`src/rtl/walk_pkg.sv`:
```
package walk_pkg;

  typedef enum logic [2:0] {
    ST_IDLE,
    ST_OUTER_REQ,
    ST_OUTER_WAIT,
    ST_INNER_REQ,
    ST_INNER_WAIT,
    ST_DONE
  } walk_state_e;

  localparam logic [1:0] FC_NONE      = 2'b00;
  localparam logic [1:0] FC_OUTER_BAD = 2'b01;
  localparam logic [1:0] FC_INNER_BAD = 2'b10;
  localparam logic [1:0] FC_LENGTH    = 2'b11;

  // Strobes from control to datapath
  typedef struct packed {
    logic capture;
    logic issueRead;
    logic selInner;
    logic takeOuter;
    logic takeInner;
    logic faultOuter;
    logic faultInner;
    logic faultLen;
  } walk_ctrl_t;

endpackage

```
`src/rtl/walk_dpath.sv`:
```
module walk_dpath
  import walk_pkg::*;
#(
  parameter int OUTER_W = 10,
  parameter int INNER_W = 10,
  parameter int OFF_W   = 12,
  parameter int ENTRY_W = 32
) (
  input  logic                       clk,
  input  logic                       rst,
  input  walk_ctrl_t                 ctrl,
  input  logic [OUTER_W+INNER_W+OFF_W-1:0] vaddrIn,
  input  logic [ENTRY_W-1:0]         baseIn,
  input  logic [OUTER_W:0]           lenIn,
  input  logic [ENTRY_W-1:0]         memRdata,
  output logic [ENTRY_W-1:0]         memAddr,
  output logic                       lenBad,
  output logic                       entryValid,
  output logic [ENTRY_W-1:0]         paddr,
  output logic                       fault,
  output logic [1:0]                 faultCode
);
  localparam int VA_W    = OUTER_W + INNER_W + OFF_W;
  localparam int FRAME_W = ENTRY_W - OFF_W;
  localparam int LEN_W   = OUTER_W + 1;
  localparam int IDX_SH  = $clog2(ENTRY_W / 8);

  logic [VA_W-1:0]    vaddrQ;
  logic [ENTRY_W-1:0] baseQ;
  logic [LEN_W-1:0]   lenQ;
  logic [FRAME_W-1:0] nextTblQ;
  logic [ENTRY_W-1:0] paddrQ;
  logic [1:0]         codeQ;

  logic [OUTER_W-1:0] outerIdx;
  logic [INNER_W-1:0] innerIdx;
  logic [OFF_W-1:0]   pageOff;
  logic [ENTRY_W-1:0] outerAddr;
  logic [ENTRY_W-1:0] innerAddr;
  logic               unusedEntryBits;

  assign outerIdx = vaddrQ[VA_W-1 -: OUTER_W];
  assign innerIdx = vaddrQ[OFF_W +: INNER_W];
  assign pageOff  = vaddrQ[OFF_W-1:0];

  assign outerAddr = baseQ + ENTRY_W'({outerIdx, IDX_SH'(0)});
  assign innerAddr = {nextTblQ, OFF_W'(0)} + ENTRY_W'({innerIdx, IDX_SH'(0)});
  assign memAddr   = ctrl.selInner ? innerAddr : outerAddr;

  assign lenBad     = ({1'b0, outerIdx} >= lenQ);
  assign entryValid = memRdata[0];
  assign unusedEntryBits = ^memRdata[OFF_W-1:1];

  always_ff @(posedge clk) begin
    if (rst) begin
      vaddrQ   <= '0;
      baseQ    <= '0;
      lenQ     <= '0;
      nextTblQ <= '0;
      paddrQ   <= '0;
      codeQ    <= FC_NONE;
    end else begin
      if (ctrl.capture) begin
        vaddrQ <= vaddrIn;
        baseQ  <= baseIn;
        lenQ   <= lenIn;
        paddrQ <= '0;
        codeQ  <= FC_NONE;
      end
      if (ctrl.takeOuter) nextTblQ <= memRdata[ENTRY_W-1:OFF_W];
      if (ctrl.takeInner) paddrQ <= {memRdata[ENTRY_W-1:OFF_W], pageOff};
      if (ctrl.faultOuter) codeQ <= FC_OUTER_BAD;
      if (ctrl.faultInner) codeQ <= FC_INNER_BAD;
      if (ctrl.faultLen)   codeQ <= FC_LENGTH;
    end
  end

  assign paddr     = paddrQ;
  assign faultCode = codeQ;
  assign fault     = (codeQ != FC_NONE);

endmodule

```
`src/rtl/walk_ctrl.sv`:
```
module walk_ctrl
  import walk_pkg::*;
(
  input  logic       clk,
  input  logic       rst,
  input  logic       reqValid,
  input  logic       memRvalid,
  input  logic       lenBad,
  input  logic       entryValid,
  output walk_ctrl_t ctrl,
  output logic       reqReady,
  output logic       memReq,
  output logic       done
);
  walk_state_e state, nextState;

  always_ff @(posedge clk) begin
    if (rst) state <= ST_IDLE;
    else     state <= nextState;
  end

  always_comb begin
    ctrl      = '0;
    nextState = state;
    unique case (state)
      ST_IDLE: begin
        if (reqValid) begin
          ctrl.capture = 1'b1;
          nextState    = ST_OUTER_REQ;
        end
      end
      ST_OUTER_REQ: begin
        if (lenBad) begin
          ctrl.faultLen = 1'b1;
          nextState     = ST_DONE;
        end else begin
          ctrl.issueRead = 1'b1;
          nextState      = ST_OUTER_WAIT;
        end
      end
      ST_OUTER_WAIT: begin
        if (memRvalid) begin
          if (entryValid) begin
            ctrl.takeOuter = 1'b1;
            nextState      = ST_INNER_REQ;
          end else begin
            ctrl.faultOuter = 1'b1;
            nextState       = ST_DONE;
          end
        end
      end
      ST_INNER_REQ: begin
        ctrl.selInner  = 1'b1;
        ctrl.issueRead = 1'b1;
        nextState      = ST_INNER_WAIT;
      end
      ST_INNER_WAIT: begin
        ctrl.selInner = 1'b1;
        if (memRvalid) begin
          if (entryValid) ctrl.takeInner  = 1'b1;
          else            ctrl.faultInner = 1'b1;
          nextState = ST_DONE;
        end
      end
      ST_DONE: nextState = ST_IDLE;
      default: nextState = ST_IDLE;
    endcase
  end

  assign reqReady = (state == ST_IDLE);
  assign memReq   = ctrl.issueRead;
  assign done     = (state == ST_DONE);

endmodule

```
`src/rtl/two_level_walker.sv`:
```
module two_level_walker
  import walk_pkg::*;
#(
  parameter int OUTER_W = 10,
  parameter int INNER_W = 10,
  parameter int OFF_W   = 12,
  parameter int ENTRY_W = 32,
  localparam int VA_W   = OUTER_W + INNER_W + OFF_W,
  localparam int LEN_W  = OUTER_W + 1
) (
  input  logic               clk,
  input  logic               rst,
  input  logic               reqValid,
  input  logic [VA_W-1:0]    reqVaddr,
  input  logic [ENTRY_W-1:0] tblBase,
  input  logic [LEN_W-1:0]   tblLen,
  output logic               reqReady,
  output logic               memReq,
  output logic [ENTRY_W-1:0] memAddr,
  input  logic               memRvalid,
  input  logic [ENTRY_W-1:0] memRdata,
  output logic               done,
  output logic [ENTRY_W-1:0] paddr,
  output logic               fault,
  output logic [1:0]         faultCode
);
  walk_ctrl_t ctrl;
  logic       lenBad;
  logic       entryValid;

  walk_ctrl u_ctrl (
    .clk       (clk),
    .rst       (rst),
    .reqValid  (reqValid),
    .memRvalid (memRvalid),
    .lenBad    (lenBad),
    .entryValid(entryValid),
    .ctrl      (ctrl),
    .reqReady  (reqReady),
    .memReq    (memReq),
    .done      (done)
  );

  walk_dpath #(
    .OUTER_W(OUTER_W),
    .INNER_W(INNER_W),
    .OFF_W  (OFF_W),
    .ENTRY_W(ENTRY_W)
  ) u_dpath (
    .clk       (clk),
    .rst       (rst),
    .ctrl      (ctrl),
    .vaddrIn   (reqVaddr),
    .baseIn    (tblBase),
    .lenIn     (tblLen),
    .memRdata  (memRdata),
    .memAddr   (memAddr),
    .lenBad    (lenBad),
    .entryValid(entryValid),
    .paddr     (paddr),
    .fault     (fault),
    .faultCode (faultCode)
  );

endmodule

```
`config.mk`:
```
export PLATFORM = sky130hd
export DESIGN_NAME = two_level_walker
export DESIGN_NICKNAME = d
export VERILOG_FILES = /design/src/rtl/walk_pkg.sv /design/src/rtl/walk_dpath.sv /design/src/rtl/walk_ctrl.sv /design/src/rtl/two_level_walker.sv
export SDC_FILE = /design/constraint.sdc
export NUM_CORES = 1
export LEC_CHECK = 0
export BUFFER_PORTS_ARGS = -buffer_cell sky130_fd_sc_hd__buf_2
export CAP_MARGIN = 15
export CORE_UTILIZATION = 40
export CTS_CLUSTER_DIAMETER = 50
export DETAILED_ROUTE_END_ITERATION = 8
export GPL_ROUTABILITY_DRIVEN = 0
export HOLD_SLACK_MARGIN = 0.08
export SLEW_MARGIN = 20
export SYNTH_ARGS = -nofsm -noshare
export SYNTH_HDL_FRONTEND = slang
export SYNTH_SLANG_ARGS = --single-unit
```
`constraint.sdc`:
```
create_clock -name clk -period 2.6 [get_ports clk]
set_input_delay 0.26 -clock clk [delete_from_list [all_inputs] [get_ports clk]]
set_output_delay 0.26 -clock clk [all_outputs]
set_load 0.02 [all_outputs]
```
==> flow_summary.ini, run 1 <==
[outcome]
status = finished, violations left
violations = negative setup slack

[floorplanning]
row_count = 44
die_area_mm2 = 0.0154
core-area_mm2 = 0.0145
die_height_um = 124
dieWidth_um = 124
io_pins = 181
initial_utilization = 0.411

[setup_path]
cpMaxStageDelayCell = ha_1
crit_fanout = 7
slowest_delay_ns = 0.34
required_ns = 2.34
cp_top_family = compound AO/OA/AOI/OAI gates
cp_cell_sequence = ha_1, and2_1, a32o_1, a31o_4, buf_8, buf_6, o21ai_2, xor2_1, o21ai_1, buf_4
path_buf_inv = 3
reg2reg_from = u_ctrl.state[1]$_SDFFE_PP0P_
worstSetupPathType = reg2out
startpoint = u_dpath.baseQ[11]$_SDFFE_PP0P_
cp.arrival_ns = 2.62
setup.worst_path.end_class = output port
worst_setup_path_start_kind = flip-flop

[synth]
ys_seq_area_frac = 0.442
synthXorXnorAreaFrac = 0.0396
ys_dominant_reg_cell = dfxtp_1
syn-cell-area_mm2 = 0.00597
ys_warn_count = 0
synth_nets = 918
ys_ff_latch = 132
synth_compound_area_frac = 0.204
synth_top_area_frac = 0.442
async_flop_share = 0
yosysUniqueCellTypes = 46
synth-adder-area-share = 0.0452
yosysTopAreaCell = dfxtp_1
syn_inst = 786
avgSynthCellArea_um2 = 7.60
synth_top_family_by_area = simple AND/OR/NAND/NOR gates
synth_most_common_cell = nand2_1
yosys.area_share.simple = 0.224
synth.area.mux_share = 0
ys_top_cells_by_area = dfxtp_1 (44%), nand2_1 (15%), a21oi_1 (9.5%)
yosys-top-cells-count = nand2_1 (238), dfxtp_1 (132), a21oi_1 (113)
synth_edf_count = 0

[global_routing]
overflow = 0
grt_max_degree = 64
grt_pass1_vias = 5730
grt_antenna_before_repair = 0
grt_use_total = 0.231
grt_pass1_wl_um = 28700

[timing]
drv_slew = 0
post-route-period-util = 1.11
worst_slack_ns = -0.282
hold_slack_ns = 0.0875
finalSetupViolCount = 22
rsz0062_at_grt = true
final_hold_viol_count = 0
fin_crit_ns = 2.88
timing.fmax_mhz = 347
tightest_slew_ns = 0.734
slew_headroom = 0.511
fin_worst_skew_ns = 0.00663

[power_and_ir_drop]
clockPowerShare = 0.303
p_sw_frac = 0.380
p_switching_uw = 3130
p_seq_frac = 0.323
power_density_mw_per_mm2 = 943
vdd_drop_max_mv = 0.444
p_comb_frac = 0.374
leakage_uw = 0.00363
p_int_uw = 5110

[detailed_routing]
drt_wl_total_um = 17800
first_iter_violations = 421
drc_errors = 0
vias = 6066
firstDrtPassIters = 5
via_per_inst = 5.04
ant_nets = 0
wl_per_cell_um = 14.8

[placed_design]
portBuffers = 169
place_ws_ns = -0.0692
dp.cells = 1115
hpwl_um = 11500

[run]
drv_cap = 0

[cts]
clockRootBuffer = clkbuf_16
clkSinkCount = 132
h-tree-depth = 4
cts_buffers = 17
cts_max_path_buffers = 2
clk_latency_ns = 0.42
tritoncts = yes
clk_pin_slew_ns = 0.06

[worst_hold_path]
hold_class = in2reg
worstHoldStart = reqVaddr[19]

[final_layout]
area_growth_pct = 46.4
nets = 1139
diodes = 0
instances_no_fill = 1204
drive_gt1_frac = 0.308
layer usage:
metal	share of wire	GRT usage
met5	0	0
met2	0.47	0.361
met1	0.47	0.315
met3	0.052	0.0500
met4	0.015	0.0773
worst register-to-register path, delay by kind of cell, from the launching register on:
kind	cells	cell delay [ns]
AND/OR/NAND/NOR	2	1.11
flip-flops	1	0.60
AO/OA/AOI/OAI	1	0.08
buffers and inverters	1	0.21
kinds of logic after synthesis:
kind of cell / count (synthesis)
buffers and inverters: 67
AOI/OAI and AO/OA: 208
adders and majority gates: 21
xor gates and xnor gates: 27
and+or+nand+nor: 331
DFF: 132
power groups by stage:
stage | clock network [uW] | registers [uW] | logic, uW
after floorplan | 0 | 2600 | 1850
after global placement | 0 | 2640 | 2690
after detailed placement | 0 | 2650 | 2710
after CTS | 2540 | 2640 | 2900
after global routing | 2650 | 2710 | 3400
final | 2500 | 2660 | 3090
final cells by class:
type                    instances  area, um^2
inverters                      15        56.3
clock buffers                  19         443
flip-flops and latches        132        2660
multi-input cells             587        3450
well taps                     184         230
clock inverters                13         173
repair buffers                254        1730
fillers                      1368        5790
per-stage QoR:
stage               instance area [um^2]  utilization  TNS (ns)  total power [uW]
floorplan                           5970            -         0              4450
global route                        8740        0.602     -6.48              8750
global placement                    7110        0.489    -0.126              5330
finish                              8740        0.602     -4.29              8240
detailed placement                  7110        0.489    -0.200              5350
CTS                                 8510        0.586     -4.64              8080
state kept, by name (all words and copies together) (netlist names):
register / cells
u_dpath.lenQ: 11
u_dpath.nextTblQ: 20
u_dpath.paddr: 32
u_dpath.baseQ: 32
u_dpath.faultCode: 2
u_ctrl.state: 3
u_dpath.vaddrQ: 32
final timing paths:
path                                                          to  slack [ns]  depth (start not counted)
worst min register to register     u_dpath.baseQ[0]$_SDFFE_PP0P_        0.45                          2
worst min-delay path             u_dpath.vaddrQ[19]$_SDFFE_PP0P_        0.09                          3
worst max-delay path                                 memAddr[13]       -0.28                         10
worst max register to register  u_dpath.nextTblQ[2]$_SDFFE_PP0P_        0.49                          4
placed cells by master, fill, tap and decap left out, types with 7 or more instances in the layout:
cell type      instances
xnor2_1                8
nand2_1              236
ha_1                  11
a22oi_1               32
inv_1                 14
dfxtp_2               13
xor2_1                12
buf_2                149
clkbuf_16             17
dfxtp_1              118
nor2_1                45
a21oi_1              110
o21ai_1               22
o21ai_0                8
buf_4                 46
nor3_1                 7
dlygate4sd3_1         48
buf_6                  7
ha_4                   9
xor2_2                 7
what timing repair did:
action | CTS | global route
gates cloned | 0 | 0
hold buffers | 47 | 1
endpoints found under the hold margin | 47 | 1
setup buffers | 5 | 4
gates resized for setup | 68 | 41
setup endpoints to repair | 24 | 26
pin swaps | 25 | 27
(Power assumes the default switching activity.)
==> inputs of run 2 (changes only) <==
- MAX_ROUTING_LAYER: not set -> met4
==> run 2 against run 1 <==
The flow still finishes with violations (negative setup slack). Worst hold slack gained 0.0022 ns. Clock power about the same. Non-clock buffer count did not move. Die area did not move. Total power about the same. Combinational power about the same. Critical path depth unchanged. Maximum frequency is 0.36% higher. Routed wire length down 0.11%. Register-to-register slack barely moved. Count of clock-buffer cells in the layout did not move. Sequential share of layout area stayed put. Critical endpoint unchanged. Largest power group unchanged.
==> flow_summary.ini, run 2 (synthesis results as in run 1) <==
[setup_path]
cp.arrival_ns = 2.61
cpMaxStageDelayCell = ha_1
rrSetupSlack_ns = 0.49
slowest_delay_ns = 0.34
path_depth = 10
setup.worst_path.end_class = output port
path_buf_inv = 3
startpoint = u_dpath.baseQ[11]$_SDFFE_PP0P_
required_ns = 2.34
worst_setup_path_start_kind = flip-flop
r2r_end = u_dpath.nextTblQ[1]$_SDFFE_PP0P_
cp_cell_sequence = ha_1, and2_1, a32o_1, a31o_4, buf_8, buf_6, o21ai_2, xor2_1, o21ai_1, buf_4
cp_top_family = compound AO/OA/AOI/OAI gates
worstSetupPathType = reg2out
reg2reg_from = u_ctrl.state[1]$_SDFFE_PP0P_
crit_fanout = 7
rr_worst_depth = 4

[timing]
timing.fmax_mhz = 348
slew_headroom = 0.512
fin_crit_ns = 2.87
fin_worst_skew_ns = 0.00655
tightest_slew_ns = 0.732
final_hold_viol_count = 0
finalSetupViolCount = 22
worst_slack_ns = -0.272
post-route-period-util = 1.10
drv_slew = 0
rsz0062_at_grt = true
hold_slack_ns = 0.0897

[power_and_ir_drop]
vdd_drop_max_mv = 0.442
leakage_uw = 0.00363
power_density_mw_per_mm2 = 943

[final_layout]
post-route-util = 0.602
diodes = 0
mostFrequentLayoutCells = nand2_1 (236), buf_2 (149), dfxtp_1 (118), a21oi_1 (110), dlygate4sd3_1 (48)
area_growth_pct = 46.4
nets = 1139
final_cell_area_mm2 = 0.00874
final_common_cell = nand2_1
fill_cells = 1368
instances_no_fill = 1204
drive_gt1_frac = 0.308

[placed_design]
place_ws_ns = -0.0692
hpwl_um = 11500
dpl_cell_area_mm2 = 0.00711
portBuffers = 169
dp.cells = 1115

[worst_hold_path]
min_delay_path_depth = 3
worstHoldStart = reqVaddr[19]
min_to = u_dpath.vaddrQ[19]$_SDFFE_PP0P_
hold_class = in2reg

[floorplanning]
die_height_um = 124
core-area_mm2 = 0.0145
initial_utilization = 0.411
row_count = 44
die_area_mm2 = 0.0154
dieWidth_um = 124
io_pins = 181

[detailed_routing]
first_iter_violations = 373
ant_nets = 0
via_per_inst = 5.06
firstDrtPassIters = 4
drc_errors = 0
vias = 6092
drt_wl_total_um = 17800
wl_per_cell_um = 14.8

[global_routing]
grt_use_total = 0.238
grt_max_degree = 64
overflow = 0
grt_pass1_wl_um = 28700
grt_antenna_before_repair = 0
grt_pass1_vias = 5735

[outcome]
status = finished, violations left
violations = negative setup slack

[cts]
cts_max_path_buffers = 2
clk_latency_ns = 0.42
h-tree-depth = 4
tritoncts = yes
clkSinkCount = 132
clockRootBuffer = clkbuf_16
clk_pin_slew_ns = 0.06
cts_buffers = 17

[run]
drv_cap = 0
run 2: cell counts in the layout (fill, tap and decap cells not counted):
Identical to the previous run, type by type.
run 2: repair_timing:
item | in CTS | in global routing
hold endpoints to repair | 47 | 1
gates resized for setup | 68 | 41
setup endpoints to repair | 24 | 26
hold buffers | 47 | 1
buffers inserted | 5 | 4
pin swaps | 25 | 27
run 2: area by class of cell:
type | count | area [um^2] | share of cell area
clock buffer | 19 | 443 | 0.0507
sequential | 132 | 2660 | 0.304
tap | 184 | 230 | 0.0263
clock inverter | 13 | 173 | 0.0197
inverter | 15 | 56.3 | 0.00644
multi-input combinational | 587 | 3450 | 0.395
timing repair buffer | 254 | 1730 | 0.197
run 2: power by group:
part	total [uW]	internal, uW	switching [uW]
combinational	3080	1200	1880
clock	2500	1550	949
sequential	2660	2360	303
total	8240	5110	3130
run 2: worst max path at each step:
stage,to,slack (ns)
after CTS,memAddr[17],-0.29
after global routing,memAddr[13],-0.37
after global placement,memAddr[24],-0.05
after floorplan,memAddr[20],0.07
final,memAddr[13],-0.27
after detailed placement,memAddr[24],-0.07
run 2: tightest hold or removal path: cells and delay by family:
family                 cells  cell delay (ns)
AND/OR/NAND/NOR            1             0.05
buffers and inverters      1             0.09
AO/OA/AOI/OAI              1             0.05
run 2: layer usage:
metal	vias up	routed length (um)	global-route usage
met5	-	0	-
met1	2814	8290	0.318
met4	0	255	0.0773
li1	3080	-	-
met2	178	8360	0.361
met3	20	880	0.0457
run 2: stage by stage:
stage	total power [uW]	setup TNS, ns
global route	8750	-6.48
global placement	5330	-0.126
detailed placement	5350	-0.200
CTS	8080	-4.64
finish	8240	-4.25
floorplan	4450	0
